<file path="src/rtl/iram_pkg.sv">
package iram_pkg;
    localparam int unsigned IRAM_ADDR_W = 7;
    localparam int unsigned IRAM_DATA_W = 8;
    localparam int unsigned IRAM_IDX_W  = 3;
    localparam int unsigned IRAM_BANK_W = 2;
    localparam int unsigned IRAM_BIT_BASE = 32;

    typedef enum logic {
        VIEW_ABSOLUTE = 1'b0,
        VIEW_REGNAME  = 1'b1
    } iram_view_e;
endpackage

</file>
<file path="src/rtl/iram_addr_resolve.sv">
module iram_addr_resolve #(
    parameter int unsigned ADDR_W = 7,
    parameter int unsigned IDX_W  = 3,
    parameter int unsigned BANK_W = 2
) (
    input  logic              use_reg,
    input  logic [ADDR_W-1:0] abs_addr,
    input  logic [IDX_W-1:0]  reg_idx,
    input  logic [BANK_W-1:0] bank,
    output logic [ADDR_W-1:0] byte_addr
);
    import iram_pkg::*;
    localparam int unsigned PAD_W = ADDR_W - BANK_W - IDX_W;

    logic [ADDR_W-1:0] reg_byte;
    assign reg_byte = {{PAD_W{1'b0}}, bank, reg_idx};

    always_comb begin
        unique case (iram_view_e'(use_reg))
            VIEW_REGNAME:  byte_addr = reg_byte;
            VIEW_ABSOLUTE: byte_addr = abs_addr;
            default:       byte_addr = abs_addr;
        endcase
    end
endmodule

</file>
<file path="src/rtl/iram_bit_resolve.sv">
module iram_bit_resolve #(
    parameter int unsigned ADDR_W   = 7,
    parameter int unsigned DATA_W   = 8,
    parameter int unsigned BIT_BASE = 32
) (
    input  logic [ADDR_W-1:0]         bit_addr,
    output logic [ADDR_W-1:0]         byte_addr,
    output logic [$clog2(DATA_W)-1:0] bit_pos
);
    localparam int unsigned POS_W = $clog2(DATA_W);

    assign byte_addr = ADDR_W'(BIT_BASE) + (bit_addr >> POS_W);
    assign bit_pos   = bit_addr[POS_W-1:0];
endmodule

</file>
<file path="src/rtl/iram_store.sv">
module iram_store #(
    parameter int unsigned ADDR_W = 7,
    parameter int unsigned DATA_W = 8
) (
    input  logic                      clk,
    input  logic                      byte_en,
    input  logic [ADDR_W-1:0]         byte_waddr,
    input  logic [DATA_W-1:0]         byte_wdata,
    input  logic                      bit_en,
    input  logic [ADDR_W-1:0]         bit_wbyte,
    input  logic [$clog2(DATA_W)-1:0] bit_wpos,
    input  logic                      bit_wval,
    input  logic [ADDR_W-1:0]         byte_raddr,
    output logic [DATA_W-1:0]         byte_rdata,
    input  logic [ADDR_W-1:0]         bit_rbyte,
    input  logic [$clog2(DATA_W)-1:0] bit_rpos,
    output logic                      bit_rval
);
    localparam int unsigned DEPTH = 1 << ADDR_W;

    logic [DATA_W-1:0] cells [DEPTH];

    for (genvar g = 0; g < DEPTH; g++) begin : g_cell
        logic hit_byte;
        logic hit_bit;
        assign hit_byte = byte_en && (byte_waddr == ADDR_W'(g));
        assign hit_bit  = bit_en  && (bit_wbyte  == ADDR_W'(g));

        always_ff @(posedge clk) begin
            if (hit_byte) begin
                cells[g] <= byte_wdata;
            end else if (hit_bit) begin
                cells[g][bit_wpos] <= bit_wval;
            end
        end
    end

    assign byte_rdata = cells[byte_raddr];
    assign bit_rval   = cells[bit_rbyte][bit_rpos];
endmodule

</file>
<file path="src/rtl/iram_bitbank.sv">
module iram_bitbank #(
    parameter int unsigned ADDR_W   = iram_pkg::IRAM_ADDR_W,
    parameter int unsigned DATA_W   = iram_pkg::IRAM_DATA_W,
    parameter int unsigned IDX_W    = iram_pkg::IRAM_IDX_W,
    parameter int unsigned BANK_W   = iram_pkg::IRAM_BANK_W,
    parameter int unsigned BIT_BASE = iram_pkg::IRAM_BIT_BASE
) (
    input  logic              clk,
    input  logic              rst_n,
    input  logic [BANK_W-1:0] bank_sel,
    input  logic              wr_en,
    input  logic              wr_use_reg,
    input  logic [ADDR_W-1:0] wr_addr,
    input  logic [IDX_W-1:0]  wr_reg,
    input  logic [DATA_W-1:0] wr_data,
    input  logic              rd_use_reg,
    input  logic [ADDR_W-1:0] rd_addr,
    input  logic [IDX_W-1:0]  rd_reg,
    output logic [DATA_W-1:0] rd_data,
    input  logic [ADDR_W-1:0] bit_addr,
    input  logic              bit_we,
    input  logic              bit_wdata,
    output logic              bit_rdata
);
    localparam int unsigned POS_W = $clog2(DATA_W);

    logic [ADDR_W-1:0] wr_byte;
    logic [ADDR_W-1:0] rd_byte;
    logic [ADDR_W-1:0] bit_byte;
    logic [POS_W-1:0]  bit_pos;
    logic              byte_go;
    logic              bit_go;

    iram_addr_resolve #(.ADDR_W(ADDR_W), .IDX_W(IDX_W), .BANK_W(BANK_W)) u_wr_map (
        .use_reg   (wr_use_reg),
        .abs_addr  (wr_addr),
        .reg_idx   (wr_reg),
        .bank      (bank_sel),
        .byte_addr (wr_byte)
    );

    iram_addr_resolve #(.ADDR_W(ADDR_W), .IDX_W(IDX_W), .BANK_W(BANK_W)) u_rd_map (
        .use_reg   (rd_use_reg),
        .abs_addr  (rd_addr),
        .reg_idx   (rd_reg),
        .bank      (bank_sel),
        .byte_addr (rd_byte)
    );

    iram_bit_resolve #(.ADDR_W(ADDR_W), .DATA_W(DATA_W), .BIT_BASE(BIT_BASE)) u_bit_map (
        .bit_addr  (bit_addr),
        .byte_addr (bit_byte),
        .bit_pos   (bit_pos)
    );

    // writes are held off during reset; contents are never cleared
    assign byte_go = wr_en  && rst_n;
    assign bit_go  = bit_we && rst_n;

    iram_store #(.ADDR_W(ADDR_W), .DATA_W(DATA_W)) u_store (
        .clk        (clk),
        .byte_en    (byte_go),
        .byte_waddr (wr_byte),
        .byte_wdata (wr_data),
        .bit_en     (bit_go),
        .bit_wbyte  (bit_byte),
        .bit_wpos   (bit_pos),
        .bit_wval   (bit_wdata),
        .byte_raddr (rd_byte),
        .byte_rdata (rd_data),
        .bit_rbyte  (bit_byte),
        .bit_rpos   (bit_pos),
        .bit_rval   (bit_rdata)
    );
endmodule

</file>
<file path="config.mk">
export PLATFORM = sky130hd
export DESIGN_NAME = iram_bitbank
export DESIGN_NICKNAME = d
export VERILOG_FILES = /design/src/rtl/iram_pkg.sv /design/src/rtl/iram_addr_resolve.sv /design/src/rtl/iram_bit_resolve.sv /design/src/rtl/iram_store.sv /design/src/rtl/iram_bitbank.sv
export SDC_FILE = /design/constraint.sdc
export NUM_CORES = 2
export LEC_CHECK = 0
export BUFFER_PORTS_ARGS = -buffer_cell sky130_fd_sc_hd__buf_2
export CORE_AREA = 2 2 360 362
export DETAILED_ROUTE_END_ITERATION = 10
export DIE_AREA = 0 0 362 364
export PLACE_DENSITY_LB_ADDON = 0.25
export SYNTH_ARGS = -nofsm -noshare
export SYNTH_HDL_FRONTEND = slang
export SYNTH_SLANG_ARGS = --single-unit
</file>
<file path="constraint.sdc">
create_clock -name clk -period 7.8 [get_ports clk]
set_input_delay 1.56 -clock clk [delete_from_list [all_inputs] [get_ports clk]]
set_output_delay 1.56 -clock clk [all_outputs]
set_load 0.02 [all_outputs]
</file>
==> Implementation_results.wiki <==
{| class="wikitable"
! Metric !! Value
|-
| Status || complete, no violations
|-
| Power density over the cells || about 240 nW/um2
|-
| Share of cell area taken by muxes after synthesis || 0.1132
|-
| Number of detailed-routing iterations run before antenna repair || 5
|-
| Worst Tran Pin Value || between 1 and 1.5 ns
|-
| Post-synthesis instance total || approximately 3,200
|-
| Number of buffers created by CTS || between 100 and 150
|-
| Overflow after GRT || 0
|-
| Hold buffer count at CTS || 0
|-
| Launch point of the worst hold path || wr_data[7]
|-
| Post-route insts no fill || about 5,000
|-
| Width of the die || ~360 um
|-
| Clk buf depth || 3
|-
| Via count of the first global-routing pass || approximately 27,000
|-
| Sequential share of the synthesized area || 0.6905
|-
| Fraction of power consumed by sequential logic || 0.507
|-
| Register bit count reported by yosys || 1,024
|-
| Number of antenna violations at the first check in global routing || 5
|-
| Top flop regs || u_store.cells x1024
|-
| Final core utilization || 0.3890
|-
| Final #Nets || 3,286
|-
| Master of the slowest instance on the critical path || nor2_2
|-
| Cell family with the largest share of critical-path delay || simple AND/OR/NAND/NOR gates
|-
| Mean Syn Cell Area || around 14 um2
|-
| Most common cell in the netlist || edfxtp_1
|-
| Clock-pin slew on the worst setup and hold paths || around 0.06 ns
|-
| CP bufs+invs || 4
|-
| Number of inserted diodes || 0
|-
| Delay of the slowest cell on the worst path || slightly below 1 ns
|-
| Upper clock frequency limit || approximately 140 MHz
|-
| Final Wtd Congestion || approximately 0.86
|-
| Main combinational cell family by area after synthesis || multiplexers
|-
| Most frequently used flop master after synthesis || edfxtp_1
|-
| Total track usage || 0.1980
|-
| Cell area after synthesis || 44,530 um2
|-
| Sum of negative setup slack || 0 ns
|-
| Net count of the mapped netlist || about 3,300
|-
| Post-detailed-route via-to-cell ratio || between 5 and 6
|-
| Final hold vios || 0
|-
| Leakage power || approximately 16 nW
|-
| Average wire per standard cell || about 27 um
|-
| DP HPWL || between 80,000 and 90,000 um
|-
| Hold Path Cell Cnt || 1
|-
| Total design power || 11.99 mW
|-
| Top fanout value on the critical path || 25
|-
| Startpoint of the most critical setup path || rd_use_reg
|-
| Headroom to the max-slew limit || 0.1377
|-
| DRC || 0
|-
| Number of enable flip-flop cells after synthesis || around 1,000
|-
| Proportion of register bits with asynchronous set or reset after synthesis || 0
|-
| Effective utilization at floorplan || 0.3470
|-
| Area share of the largest cell type after synthesis || 0.6905
|-
| Count of buffers inserted at the top-level ports || 52
|-
| Synth Area in Simple Gates || 0.1102
|-
| Adder and majority gate portion of the synthesized area || 0
|-
| Core region area || approximately 130,000 um2
|-
| Synthesized-area fraction occupied by ao, oa, aoi and oai cells || 0.06178
|-
| TritonCTS clock tree || done
|-
| I/O pin total || 53
|-
| Fraction of final layout cells with drive strength greater than 1 || 0.1559
|-
| Worst min-delay path class || in -> reg
|-
| Reg with most FFs || u_store.cells
|-
| CP Cell Sequence || buf_2 > mux2i_4 > buf_4 > nor2_2 > buf_4 > nand3_1 > a31oi_1 > a211oi_1 > nor3_1 > a32oi_1 > buf_2
|-
| Final Critical Period || 7.204 ns
|-
| Maximum level of the CTS H-tree || 3
|-
| Cell types with the largest area share after synthesis || edfxtp_1, mux4_2, nand2_1, mux2_2, mux2i_1
|-
| Largest area contributor in the synthesized netlist || edfxtp_1
|-
| Unrepaired setup endpoints after global routing || no
|-
| Initial detailed-routing violation count || around 3,500
|-
| Final period util || 0.9236
|-
| Number of placement rows || between 100 and 150
|-
| Count of final max-slew check failures || 0
|-
| Number of flip-flops under the largest register name || between 1,000 and 1,500
|-
| Count of endpoints failing setup in the final report || 0
|-
| Share of total power in the clock network || 0.411
|-
| XOR/XNOR Fraction of Synth Area || 0
|-
| Maximum capacitance violations || 0
|-
| Syn-to-layout area delta || 12.11%
|-
| Count of antenna-violating nets left after detailed routing || 0
|-
| # clock sinks || between 1,000 and 1,500
|-
| Cell-internal power || 9.129 mW
|-
| CTS Root Cell || clkbuf_16
|-
| Pin count of the biggest net entering global routing || 104
|-
| Sw Ratio || 0.2384
|-
| Number of distinct library cell variants in the gate-level netlist after synthesis || 50
|-
| Yosys synthesis warning count || 0
|-
| Critical path launch point type || primary input
|-
| Y dimension of the die || ~360 um
|-
| Maximum VDD drop || roughly 0.19 mV
|-
| Die ar. || 131,800 um2
|-
| Arrival time of the worst setup path || 5.64 ns
|-
| Net switching power figure || 2.858 mW
|-
| Critical path start-end classification || in -> out
|-
| Aggregate routed wire length || ~130,000 um
|-
| Logic depth of the worst path, buffers included || 11
|-
| PostCTS Resize Cnt || 0
|-
| Number of buffers inserted to repair setup after CTS || 0
|-
| Overall via count from detail_route || between 20,000 and 30,000
|-
| Number of cells after detailed placement || roughly 4,800
|-
| Global-route wire length before repair || 191,300 um
|-
| Tightest hold margin || between 1 and 1.5 ns
|-
| Top cell types by occurrence after synthesis || edfxtp_1, nand2_1, nor2_1
|-
| Relative contribution of combinational cells to total power || 0.083
|-
| Kind of end point of the critical path || output pin
|-
| CP required || approximately 6.2 ns
|}
[layout make-up]
cell class              count  area (um2)
repair buffers            123       953.4
flip-flops and latches   1024       30750
fillers                 11880       78400
multi-input cells        1978       12790
clock buffers             136        2808
inverters                   8       30.03
well taps                1675        2096
clock inverters            59       499.2
[through the flow]
stage | area (um2) | worst slack (ns)
global route | 49930 | 0.4536
CTS | 49930 | 0.5933
global placement | 46620 | 0.5963
finish | 49930 | 0.5958
detailed placement | 46620 | 0.6059
floorplan | 44530 | 2.652
[logic make-up (layout without fill, tap and decap cells)]
kind of cell           count (synthesis)  after routing
AOI/OAI and AO/OA                    437            437
buffers and inverters                238            326
DFF                                 1024           1024
muxes                                366            366
and+or+nand+nor                     1175           1175
[layer usage]
metal | vias to the layer above | track usage | part of all wire
met5 | - | 0 | 0
li1 | 12320 | - | -
met4 | 0 | 0.06520 | 0.029
met3 | 193 | 0.03515 | 0.074
met1 | 14210 | 0.2830 | 0.44
met2 | 1126 | 0.3054 | 0.45
[worst paths after layout]
check                    to  slack [ns]
max              rd_data[1]        0.60
min    u_store.cells[30][7]        1.45
[power by group through the flow]
stage,clock (mW),combinational [mW],sequential [mW]
floorplan,0,0.541,6.19
global placement,0,0.989,6.19
detailed placement,0,0.990,6.19
CTS,4.99,0.993,6.07
global route,5.20,1.06,6.07
finish,4.92,0.994,6.07
[layout by cell type (no fill, tap or decap), types with 4 or more instances in the layout]
master	instances
inv_1	8
clkinv_1	19
inv_6	4
a211oi_1	8
o2111a_1	7
buf_2	43
buf_12	11
nand4_1	28
edfxtp_1	1024
mux4_2	96
o22ai_1	36
o21ai_0	188
nor4_1	9
a32oi_1	46
nand2b_1	9
nor2b_1	7
clkinv_2	23
nor2_1	302
a31oi_1	60
mux2i_1	131
mux2_2	133
clkbuf_16	108
buf_4	69
o2111ai_1	8
nand2_1	557
a21oi_1	39
clkbuf_1	28
o221ai_1	24
bufinv_16	7
nor3_1	18
nand3_1	221
and3_1	12
(Power assumes the default switching activity.)
